==> src/rtl/cfu_pkg.sv <==
package cfu_pkg;
    localparam int FLAG_N = 6;
    localparam int OPC_W  = 6;

    // Flag positions: jump decoding depends on this layout
    localparam int F_EQ = 0;
    localparam int F_GT = 1;
    localparam int F_GE = 2;
    localparam int F_LT = 3;
    localparam int F_LE = 4;
    localparam int F_ZR = 5;

    typedef enum logic [1:0] {
        CLS_NONE = 2'b00,
        CLS_CMP  = 2'b01,
        CLS_RES  = 2'b10,
        CLS_RSVD = 2'b11
    } op_cls_e;

    localparam logic [OPC_W-1:0] OPC_JMP = 6'h0D;
    localparam logic [OPC_W-1:0] OPC_JEQ = 6'h0E;
    localparam logic [OPC_W-1:0] OPC_JNE = 6'h0F;
    localparam logic [OPC_W-1:0] OPC_JGT = 6'h10;
    localparam logic [OPC_W-1:0] OPC_JGE = 6'h11;
    localparam logic [OPC_W-1:0] OPC_JLT = 6'h12;
    localparam logic [OPC_W-1:0] OPC_JLE = 6'h13;

    typedef struct packed {
        logic [FLAG_N-1:0] flags;
    } flag_state_t;
endpackage

==> src/rtl/cfu_compare.sv <==
module cfu_compare
    import cfu_pkg::*;
#(
    parameter int DATA_W = 32
) (
    input  logic [DATA_W-1:0] opnd_a,
    input  logic [DATA_W-1:0] opnd_b,
    input  logic [DATA_W-1:0] result,
    output logic [FLAG_N-1:0] cmp_flags,
    output logic              res_zero
);
    logic same;
    logic above;

    always_comb begin
        same  = (opnd_a == opnd_b);
        above = ($signed(opnd_a) > $signed(opnd_b));
        cmp_flags       = '0;
        cmp_flags[F_EQ] = same;
        cmp_flags[F_GT] = above;
        cmp_flags[F_GE] = above | same;
        cmp_flags[F_LT] = ~(above | same);
        cmp_flags[F_LE] = ~above;
        cmp_flags[F_ZR] = same;
        res_zero        = (result == '0);
    end
endmodule

==> src/rtl/cfu_branch.sv <==
module cfu_branch
    import cfu_pkg::*;
#(
    parameter int DATA_W = 32,
    parameter int OFS_W  = 16
) (
    input  logic [FLAG_N-1:0] flags,
    input  logic [OPC_W-1:0]  br_opcode,
    input  logic [DATA_W-1:0] br_base,
    input  logic [OFS_W-1:0]  br_offset,
    output logic              br_taken,
    output logic [DATA_W-1:0] br_target
);
    localparam int EXT_W = DATA_W - OFS_W;

    logic [DATA_W-1:0] ofs_ext;

    always_comb begin
        ofs_ext   = {{EXT_W{br_offset[OFS_W-1]}}, br_offset};
        br_target = br_base + ofs_ext;
        unique case (br_opcode)
            OPC_JMP: br_taken = 1'b1;
            OPC_JEQ: br_taken = flags[F_EQ];
            OPC_JNE: br_taken = ~flags[F_EQ];
            OPC_JGT: br_taken = flags[F_GT];
            OPC_JGE: br_taken = flags[F_GT] | flags[F_EQ];
            OPC_JLT: br_taken = flags[F_LT];
            OPC_JLE: br_taken = flags[F_LT] | flags[F_EQ];
            default: br_taken = 1'b0;
        endcase
    end
endmodule

==> src/rtl/cond_flag_unit.sv <==
module cond_flag_unit
    import cfu_pkg::*;
#(
    parameter int DATA_W = 32,
    parameter int OFS_W  = 16
) (
    input  logic              clk,
    input  logic              rst_n,
    input  logic              upd_en,
    input  logic [1:0]        op_cls,
    input  logic [DATA_W-1:0] opnd_a,
    input  logic [DATA_W-1:0] opnd_b,
    input  logic [DATA_W-1:0] result,
    input  logic [5:0]        br_opcode,
    input  logic [DATA_W-1:0] br_base,
    input  logic [OFS_W-1:0]  br_offset,
    output logic [DATA_W-1:0] status_q,
    output logic              br_taken,
    output logic [DATA_W-1:0] br_target
);
    localparam int PAD_W = DATA_W - FLAG_N;

    flag_state_t       st_d;
    flag_state_t       st_q;
    logic [FLAG_N-1:0] cmp_flags;
    logic              res_zero;
    op_cls_e           cls;

    cfu_compare #(.DATA_W(DATA_W)) cmp_i (
        .opnd_a    (opnd_a),
        .opnd_b    (opnd_b),
        .result    (result),
        .cmp_flags (cmp_flags),
        .res_zero  (res_zero)
    );

    always_comb begin
        cls  = op_cls_e'(op_cls);
        st_d = st_q;
        if (upd_en) begin
            unique case (cls)
                CLS_CMP: st_d.flags       = cmp_flags;
                CLS_RES: st_d.flags[F_ZR] = res_zero;
                default: st_d = st_q;
            endcase
        end
    end

    always_ff @(posedge clk or negedge rst_n) begin
        if (!rst_n) begin
            st_q <= '0;
        end else begin
            st_q <= st_d;
        end
    end

    assign status_q = {{PAD_W{1'b0}}, st_q.flags};

    cfu_branch #(.DATA_W(DATA_W), .OFS_W(OFS_W)) br_i (
        .flags     (st_q.flags),
        .br_opcode (br_opcode),
        .br_base   (br_base),
        .br_offset (br_offset),
        .br_taken  (br_taken),
        .br_target (br_target)
    );
endmodule

==> config.mk <==
export PLATFORM = sky130hd
export DESIGN_NAME = cond_flag_unit
export DESIGN_NICKNAME = d
export VERILOG_FILES = /design/src/rtl/cfu_pkg.sv /design/src/rtl/cfu_compare.sv /design/src/rtl/cfu_branch.sv /design/src/rtl/cond_flag_unit.sv
export SDC_FILE = /design/constraint.sdc
export NUM_CORES = 1
export LEC_CHECK = 0
export ABC_AREA = 1
export ABC_CLOCK_PERIOD_IN_PS = 2600
export BUFFER_PORTS_ARGS = -buffer_cell sky130_fd_sc_hd__buf_4
export CAP_MARGIN = 20
export CORE_ASPECT_RATIO = 0.9
export CORE_MARGIN = 4
export CORE_UTILIZATION = 38
export DETAILED_ROUTE_END_ITERATION = 12
export PLACE_DENSITY_LB_ADDON = 0.12
export SYNTH_ARGS = -nofsm -noshare
export SYNTH_HDL_FRONTEND = slang
export SYNTH_HIERARCHICAL = 1
export SYNTH_SLANG_ARGS = --single-unit
==> constraint.sdc <==
create_clock -name clk -period 2.6 [get_ports clk]
set_clock_uncertainty 0.05 [all_clocks]
set_input_delay 0.52 -clock clk [delete_from_list [all_inputs] [get_ports clk]]
set_output_delay 0.52 -clock clk [all_outputs]
set_load 0.01 [all_outputs]
# --- Yosys cells after proc, flatten, opt, wreduce, memory -nomap -nowiden ---
# Cells that the tools add are included.
op_classes:
  addsub: 1
  n_lt_le_gt_ge: 1
  n_eq_ne: 10
  muxes: 2
  n_bitwise: 6
  n_reduce_logical: 4
ops:
  columns: ["operator", "n"]
  rows:
  - ["adder 32 bit", 1]
  - ["== test 32 bit", 1]
  - ["> comparator 32 bit", 1]
  - ["logical NOT 32 bit", 1]
  - ["== test 6 x 5 -> 1 bit (second input constant)", 4]
  - ["== test 6 x 4 -> 1 bit (second input constant)", 3]
  - ["one-hot mux 1 bit (7 select lines)", 1]
  - ["AND reduction 2 bit", 2]
  - ["NOT 1 bit", 3]
  - ["bitwise OR 1 bit", 3]
  - ["== test 2 x 1 -> 1 bit (second input constant)", 1]
  - ["== test 2 bit (second input constant)", 1]
  - ["one-hot mux 1 bit (2 select lines)", 1]
  - ["nonzero test 2 bit", 1]
word_totals:
  reg_bits: 6
  inputBits: 155
  out_inout_bits: 65
  wordCells: 26

# --- Longest topological paths before layout ---
# Gate-level depths: netlist of run 1.
depth:
  ltp_word: 3
  depth_mapped: 19
  ltp_nobuf: 18

# --- Hierarchy ---
# The synthesis of run 1 kept the hierarchy.
by_module_without_submodules:
  columns: ["module", "instances", "cells_per_inst", "area_per_inst_um2", "seq_area_each_um2"]
  rows:
  - ["cfu_branch", 1, 506, 2448.6, 0.0]
  - ["cfu_compare", 1, 168, 1032.2, 0.0]
  - ["cond_flag_unit", 1, 62, 483.0, 150.1]

# --- Least setup slack after synthesis of run 1 ---
# Ideal clock, no wire load.
synth_path:
  kind: "input to output"
  start: "in br_base[0]"
  end: "out br_target[28]"
  t_arrival_ns: 1.855
  required_time_ns: 2.030
  slack_ns: 0.175
  path_stages: 12
  path_buffers: 0
  cell_sequence: "ha_1 -> fa_1 -> nand3_1 -> nand3_2 -> nand2_1 -> nand2_2 -> nand2_1 -> nand2_2 -> nand2_1 -> nand2_1 -> nand2_1 -> nand2_1"
synth_via:
  elab_chain_cells: 1
synth_lines:
  columns: ["item", "line", "source"]
  rows:
  - ["start: declaration", "cond_flag_unit.sv:15", "input logic [DATA_W-1:0] br_base,"]
  - ["adder 32 bit", "cfu_branch.sv:20", "br_target = br_base + ofs_ext;"]
  - ["end: declaration", "cond_flag_unit.sv:19", "output logic [DATA_W-1:0] br_target"]
# No other way between the ends.

# --- Worst setup path after layout of run 1 ---
layout_path:
  start: "in br_base[0]"
  end: "out br_target[16]"
# The elaborated chain is that of the path after synthesis.

==> results of run 1 <==
worst min path at each step:
| stage | end | slack (ps) | depth (start not counted) |
|---|---|---|---|
| 6_report | st_q[1] | 40 | 1 |
| 5_1_grt | st_q[0] | 40 | 1 |
| 4_1_cts | st_q[5] | 50 | 1 |
| 3_5_place_dp | st_q[5] | 280 | 1 |
| 3_3_place_gp | st_q[5] | 280 | 1 |
| 2_1_floorplan | st_q[0] | 170 | 0 |
stage by stage:
stage	setup TNS, ps	util [%]
2_1_floorplan	0	-
3_3_place_gp	-359	55.3
3_5_place_dp	-458	55.3
4_1_cts	0	56.6
5_1_grt	-38.4	61.1
6_report	0	61.1
layout make-up:
class	instances	area (µm²)
well taps	129	161
fillers	1020	3970
flip-flops and latches	6	150
clock buffers	3	75.1
inverters	160	601
multi-input cells	566	3550
repair buffers	222	1700
worst max-delay path: stages:
cell and delay, ps:
buf_6 100, ha_4 150, fa_2 370, nand3_2 80
nand3_2 70, nand2_2 80, nand2_4 70, buf_6 120
nand2_2 50, nand2_2 40, xor2_1 150, buf_4 140
power groups by stage:
stage | registers (µW) | clock network (µW) | logic, µW
finish | 118 | 245 | 1330
detailed placement | 118 | 0 | 1190
global route | 121 | 260 | 1490
floorplan | 123 | 0 | 671
global placement | 118 | 0 | 1190
CTS | 118 | 250 | 1220
cell families after synthesis:
group	count (synthesis)
and+or+nand+nor	414
buffers and inverters	189
adders and majority gates	66
AOI/OAI and AO/OA	43
xor gates and xnor gates	16
DFF	6
other	1
muxes	1
synth_stat cells:
cell type  instances  area share [%]
a21o_1             2            0.38
a21oi_1           30             3.8
a21oi_2            2            0.44
a21oi_4            1            0.41
and3_4             1            0.28
buf_4             29             5.5
conb_1             1           0.095
dfrtp_1            6             3.8
fa_1               1            0.51
ha_1              65              21
inv_1            156              15
inv_2              4            0.38
mux2i_1            1            0.25
nand2_1          277              26
nand2_2           19             3.0
nand3_1           34             4.3
nand3_2            4             1.0
nand3b_1           1            0.19
nand4_1            7             1.1
nor2_1            52             4.9
nor2_2             3            0.47
nor2_4             1            0.28
nor3_1             4            0.51
nor3_2             2            0.51
nor4_1             8             1.3
o21a_2             1            0.22
o21ai_0            2            0.25
o21ai_1            1            0.13
o21bai_1           2            0.38
o221ai_1           1            0.22
o22ai_1            1            0.16
or2_4              1            0.22
xnor2_1            2            0.44
xor2_1            14             3.1
per-layer routing:
| metal | global-route usage (%) | up-vias | share of wire, % |
|---|---|---|---|
| li1 | - | 2642 | - |
| met1 | 23.2 | 2061 | 42 |
| met2 | 33.2 | 136 | 50 |
| met3 | 4.34 | 6 | 8.3 |
| met4 | 1.74 | 0 | 0.42 |
| met5 | 0 | - | 0 |
what timing repair did:
item	in CTS	in global routing
gates resized for setup	13	85
pin swaps	10	13
endpoints found under the hold margin	0	0
setup endpoints to repair	8	19
buffers inserted	2	2
==> run metrics, run 1 <==
launch point of the critical path=br_base[0]; starting density of the core=38.8%; antenna cells=0; FF-to-FF Start=st_q[0]; Cell Rows=35; multiplexer area fraction after synthesis=0.253%; I/O Pins=220; commonest non-fill, non-tap cell in the layout=nand2_1; gr usage total=18.5%; NumNets Final=1,180; Synth Area in XOR/XNOR=3.54%; biggest regs=st_q: 6 flops; crit end category=output pin; WP data required=2030 ps; Slew Viols, Final=0; drt first pass iters=4; CP Class=in2out; synth unique cells=34; Power Dens Cells=271 nW/µm²; Adder-Cell Fraction of Synth Area=21.0%; status=complete, no violations; initial antenna violation count=0; clock-pin slew on the worst setup and hold paths=30 ps; HP Class=in2async; routability cong.=0.842; final std cells w/o fill=1,086; global route overflow=0; CTS sink cnt=6; Die Area=12,100 µm²; register area share after synthesis=3.79%; cell area after synthesis=3960 µm²; Synth Area in Compound Gates=6.38%; Port-buffer cells=193; critical path startpoint category=input port; Ys Warns=6; placed inst area=5640 µm²; final worst-path cycle share=97.3%; flop and latch count out of synthesis=6; global-route wire length before repair=19,000 µm; DRC viols=0; Combinational Power Share=78.5%; Switching Share=42.8%; simple-gate area share of the yosys netlist=44.3%; reg2reg path depth=2; Clock Latency Late Sink=220 ps; Synth Area per Inst=5.39 µm²; Vert. Die Dim=105 µm; most frequent cells in the layout=nand2_1, buf_4, inv_1; dpl hpwl=10,600 µm; dpl cells=1,079; Hold Fails Final Rpt=0; clk root buf=clkbuf_16; Fmax=395 MHz; P_sw=725 µW; Max VDD drop=0.210 mV; total power=1690 µW; Vias=4,845; clk buf depth=2; cells after synthesis=736; max FFs per register=6; Final min period=2530 ps; CP arrival=1960 ps; design area=6240 µm²; R2R Path End=st_q[0]; crit path to=br_target[16]; # setup viols final=0; max_cap viols=0; post-route ant nets=0; Leakage=0.00382 µW; Initial DRC Count=153; slack of the critical path=69.8 ps; TritonCTS clock tree=built; WL per Instance=11.0 µm; CORE AREA=10,200 µm²; Reg power frac=7.0%; clock share of power=14.5%; cts bufs inserted=3; vias per inst=4.46; largest family of logic cells by synthesized area=simple AND/OR/NAND/NOR gates; vias in the first global route=4,481; CP max FO=4; fraction of layout cells with a size suffix above 1=34.9%; Reg with most FFs=st_q; cts hold-fix bufs=0; largest net degree at the start of global routing=18; Power Internal=967 µW; hold slack=44.5 ps; Setup WS pre-CTS=-110 ps; reg2reg setup slack=1910 ps; H-tree depth=1; RSZ-0062 raised after global routing=true; DRT Wirelength=11,900 µm; Layout area overhead=57.4%; Die W=116 µm
(Power assumes the default switching activity.)
==> inputs of run 2 (changes only) <==
--- a/config.mk
+++ b/config.mk
@@ -9,7 +9,7 @@
 export ABC_CLOCK_PERIOD_IN_PS = 2600
 export BUFFER_PORTS_ARGS = -buffer_cell sky130_fd_sc_hd__buf_4
 export CAP_MARGIN = 20
-export CORE_ASPECT_RATIO = 0.9
+export CORE_ASPECT_RATIO = 0.6
 export CORE_MARGIN = 4
 export CORE_UTILIZATION = 38
 export DETAILED_ROUTE_END_ITERATION = 12
==> run metrics, run 2 (synthesis gave the netlist of run 1 again) <==
status=complete, no violations; biggest regs=st_q: 6 flops; reg2reg path depth=2; Vert. Die Dim=87.1 µm; HP Class=in2async; dpl hpwl=11,400 µm; routability cong.=0.868; CP max FO=4; Slew Viols, Final=0; Layout area overhead=61.2%; Power Dens Cells=276 nW/µm²; critical path startpoint category=input port; commonest non-fill, non-tap cell in the layout=nand2_1; cts hold-fix bufs=0; Initial DRC Count=197; global route overflow=0; global-route wire length before repair=20,300 µm; Vias=4,899; Reg with most FFs=st_q; vias per inst=4.45; Power Internal=994 µW; Final min period=2570 ps; Switching Share=43.6%; NumNets Final=1,189; Clock Latency Late Sink=230 ps; final core occ=63.8%; max FFs per register=6; Die W=140 µm; CTS sink cnt=6; Die Area=12,200 µm²; top sig layer=met4; Setup WS pre-CTS=-128 ps; dpl cells=1,096; reg2reg setup slack=1920 ps; H-tree depth=1; R2R Path End=st_q[1]; Fmax=389 MHz; DRT Wirelength=13,200 µm; crit end category=output pin; final worst-path cycle share=98.8%; clk root buf=clkbuf_16; Hold Fails Final Rpt=0; Max VDD drop=0.218 mV; largest net degree at the start of global routing=17; WP data required=2030 ps; max_cap viols=0; initial antenna violation count=0; P_sw=767 µW; FF-to-FF Start=st_q[1]; Cell Rows=28; crit path to=br_target[28]; clock share of power=14.3%; CP arrival=2000 ps; clk buf depth=2; fraction of layout cells with a size suffix above 1=37.0%; Combinational Power Share=79.0%; DRC viols=0; M1 WL=6490 µm; antenna cells=0; gr usage total=19.6%; # setup viols final=0; wire length on met3=879 µm; Reg power frac=6.8%; setup_tns=0 ps; Leakage=0.00386 µW; final std cells w/o fill=1,101; TritonCTS clock tree=built; WL per Instance=12.0 µm; fill cell count=974; Port-buffer cells=193; total power=1760 µW; drt first pass iters=4; met2 WL=5790 µm; post-route ant nets=0; vias in the first global route=4,575; I/O Pins=220; most frequent cells in the layout=nand2_1, buf_4, inv_1; cts bufs inserted=3; slack of the critical path=31.4 ps; launch point of the critical path=br_offset[0]; CP Class=in2out; RSZ-0062 raised after global routing=true; starting density of the core=39.6%; clock-pin slew on the worst setup and hold paths=40 ps; CORE AREA=10,000 µm²
[run 2: per-layer routing]
| layer | global-route usage (%) | vias up |
|---|---|---|
| met5 | 0 | - |
| met4 | 2.02 | 0 |
| met3 | 2.91 | 11 |
| met2 | 30.8 | 137 |
| met1 | 29.1 | 2095 |
| li1 | - | 2656 |
[run 2: power groups by stage]
| stage | registers (µW) | clock network, µW | logic [µW] |
|---|---|---|---|
| finish | 119 | 251 | 1390 |
| floorplan | 123 | 0 | 671 |
| global placement | 120 | 0 | 1220 |
| global route | 121 | 259 | 1540 |
| CTS | 119 | 253 | 1260 |
| detailed placement | 120 | 0 | 1230 |
[run 2: stage by stage]
stage | instance area, µm² | hold WS (ps)
2_1_floorplan | 4060 | 174
3_3_place_gp | 5730 | 285
3_5_place_dp | 5730 | 287
4_1_cts | 5920 | 44.2
5_1_grt | 6390 | 46.2
6_report | 6390 | 43.6
[run 2: cell type report]
| class | count | area (µm²) | share of cell area (%) |
|---|---|---|---|
| tap | 135 | 169 | 2.64 |
| sequential | 6 | 150 | 2.35 |
| timing repair buffer | 231 | 1760 | 27.6 |
| multi-input combinational | 566 | 3630 | 56.9 |
| inverter | 160 | 601 | 9.40 |
| clock buffer | 3 | 75.1 | 1.17 |
[run 2: worst min-delay path by stage]
stage,to,slack (ps),depth (start not counted)
final,st_q[5],40,1
after global routing,st_q[5],50,1
after CTS,st_q[5],40,1
after global placement,st_q[5],290,1
after detailed placement,st_q[5],290,1
after floorplan,st_q[0],170,0
[run 2: what timing repair did]
item                                    CTS  global route
endpoints found under the setup margin   11            21
setup buffers                             1             1
pin swaps                                 6            10
endpoints found under the hold margin     0             0
resized for setup                        20            86
[run 2: worst max-delay path, cell delays in order]
cell and delay (ps):
buf_6 100, ha_4 150, fa_2 380, nand3_2 110, nand3_2 90, nand2_2 100, nand2_4 70, nand2_4 70
nand2_4 70, nand2_2 80, nand2_2 40, nand2_1 60, nand2_1 50, buf_6 120
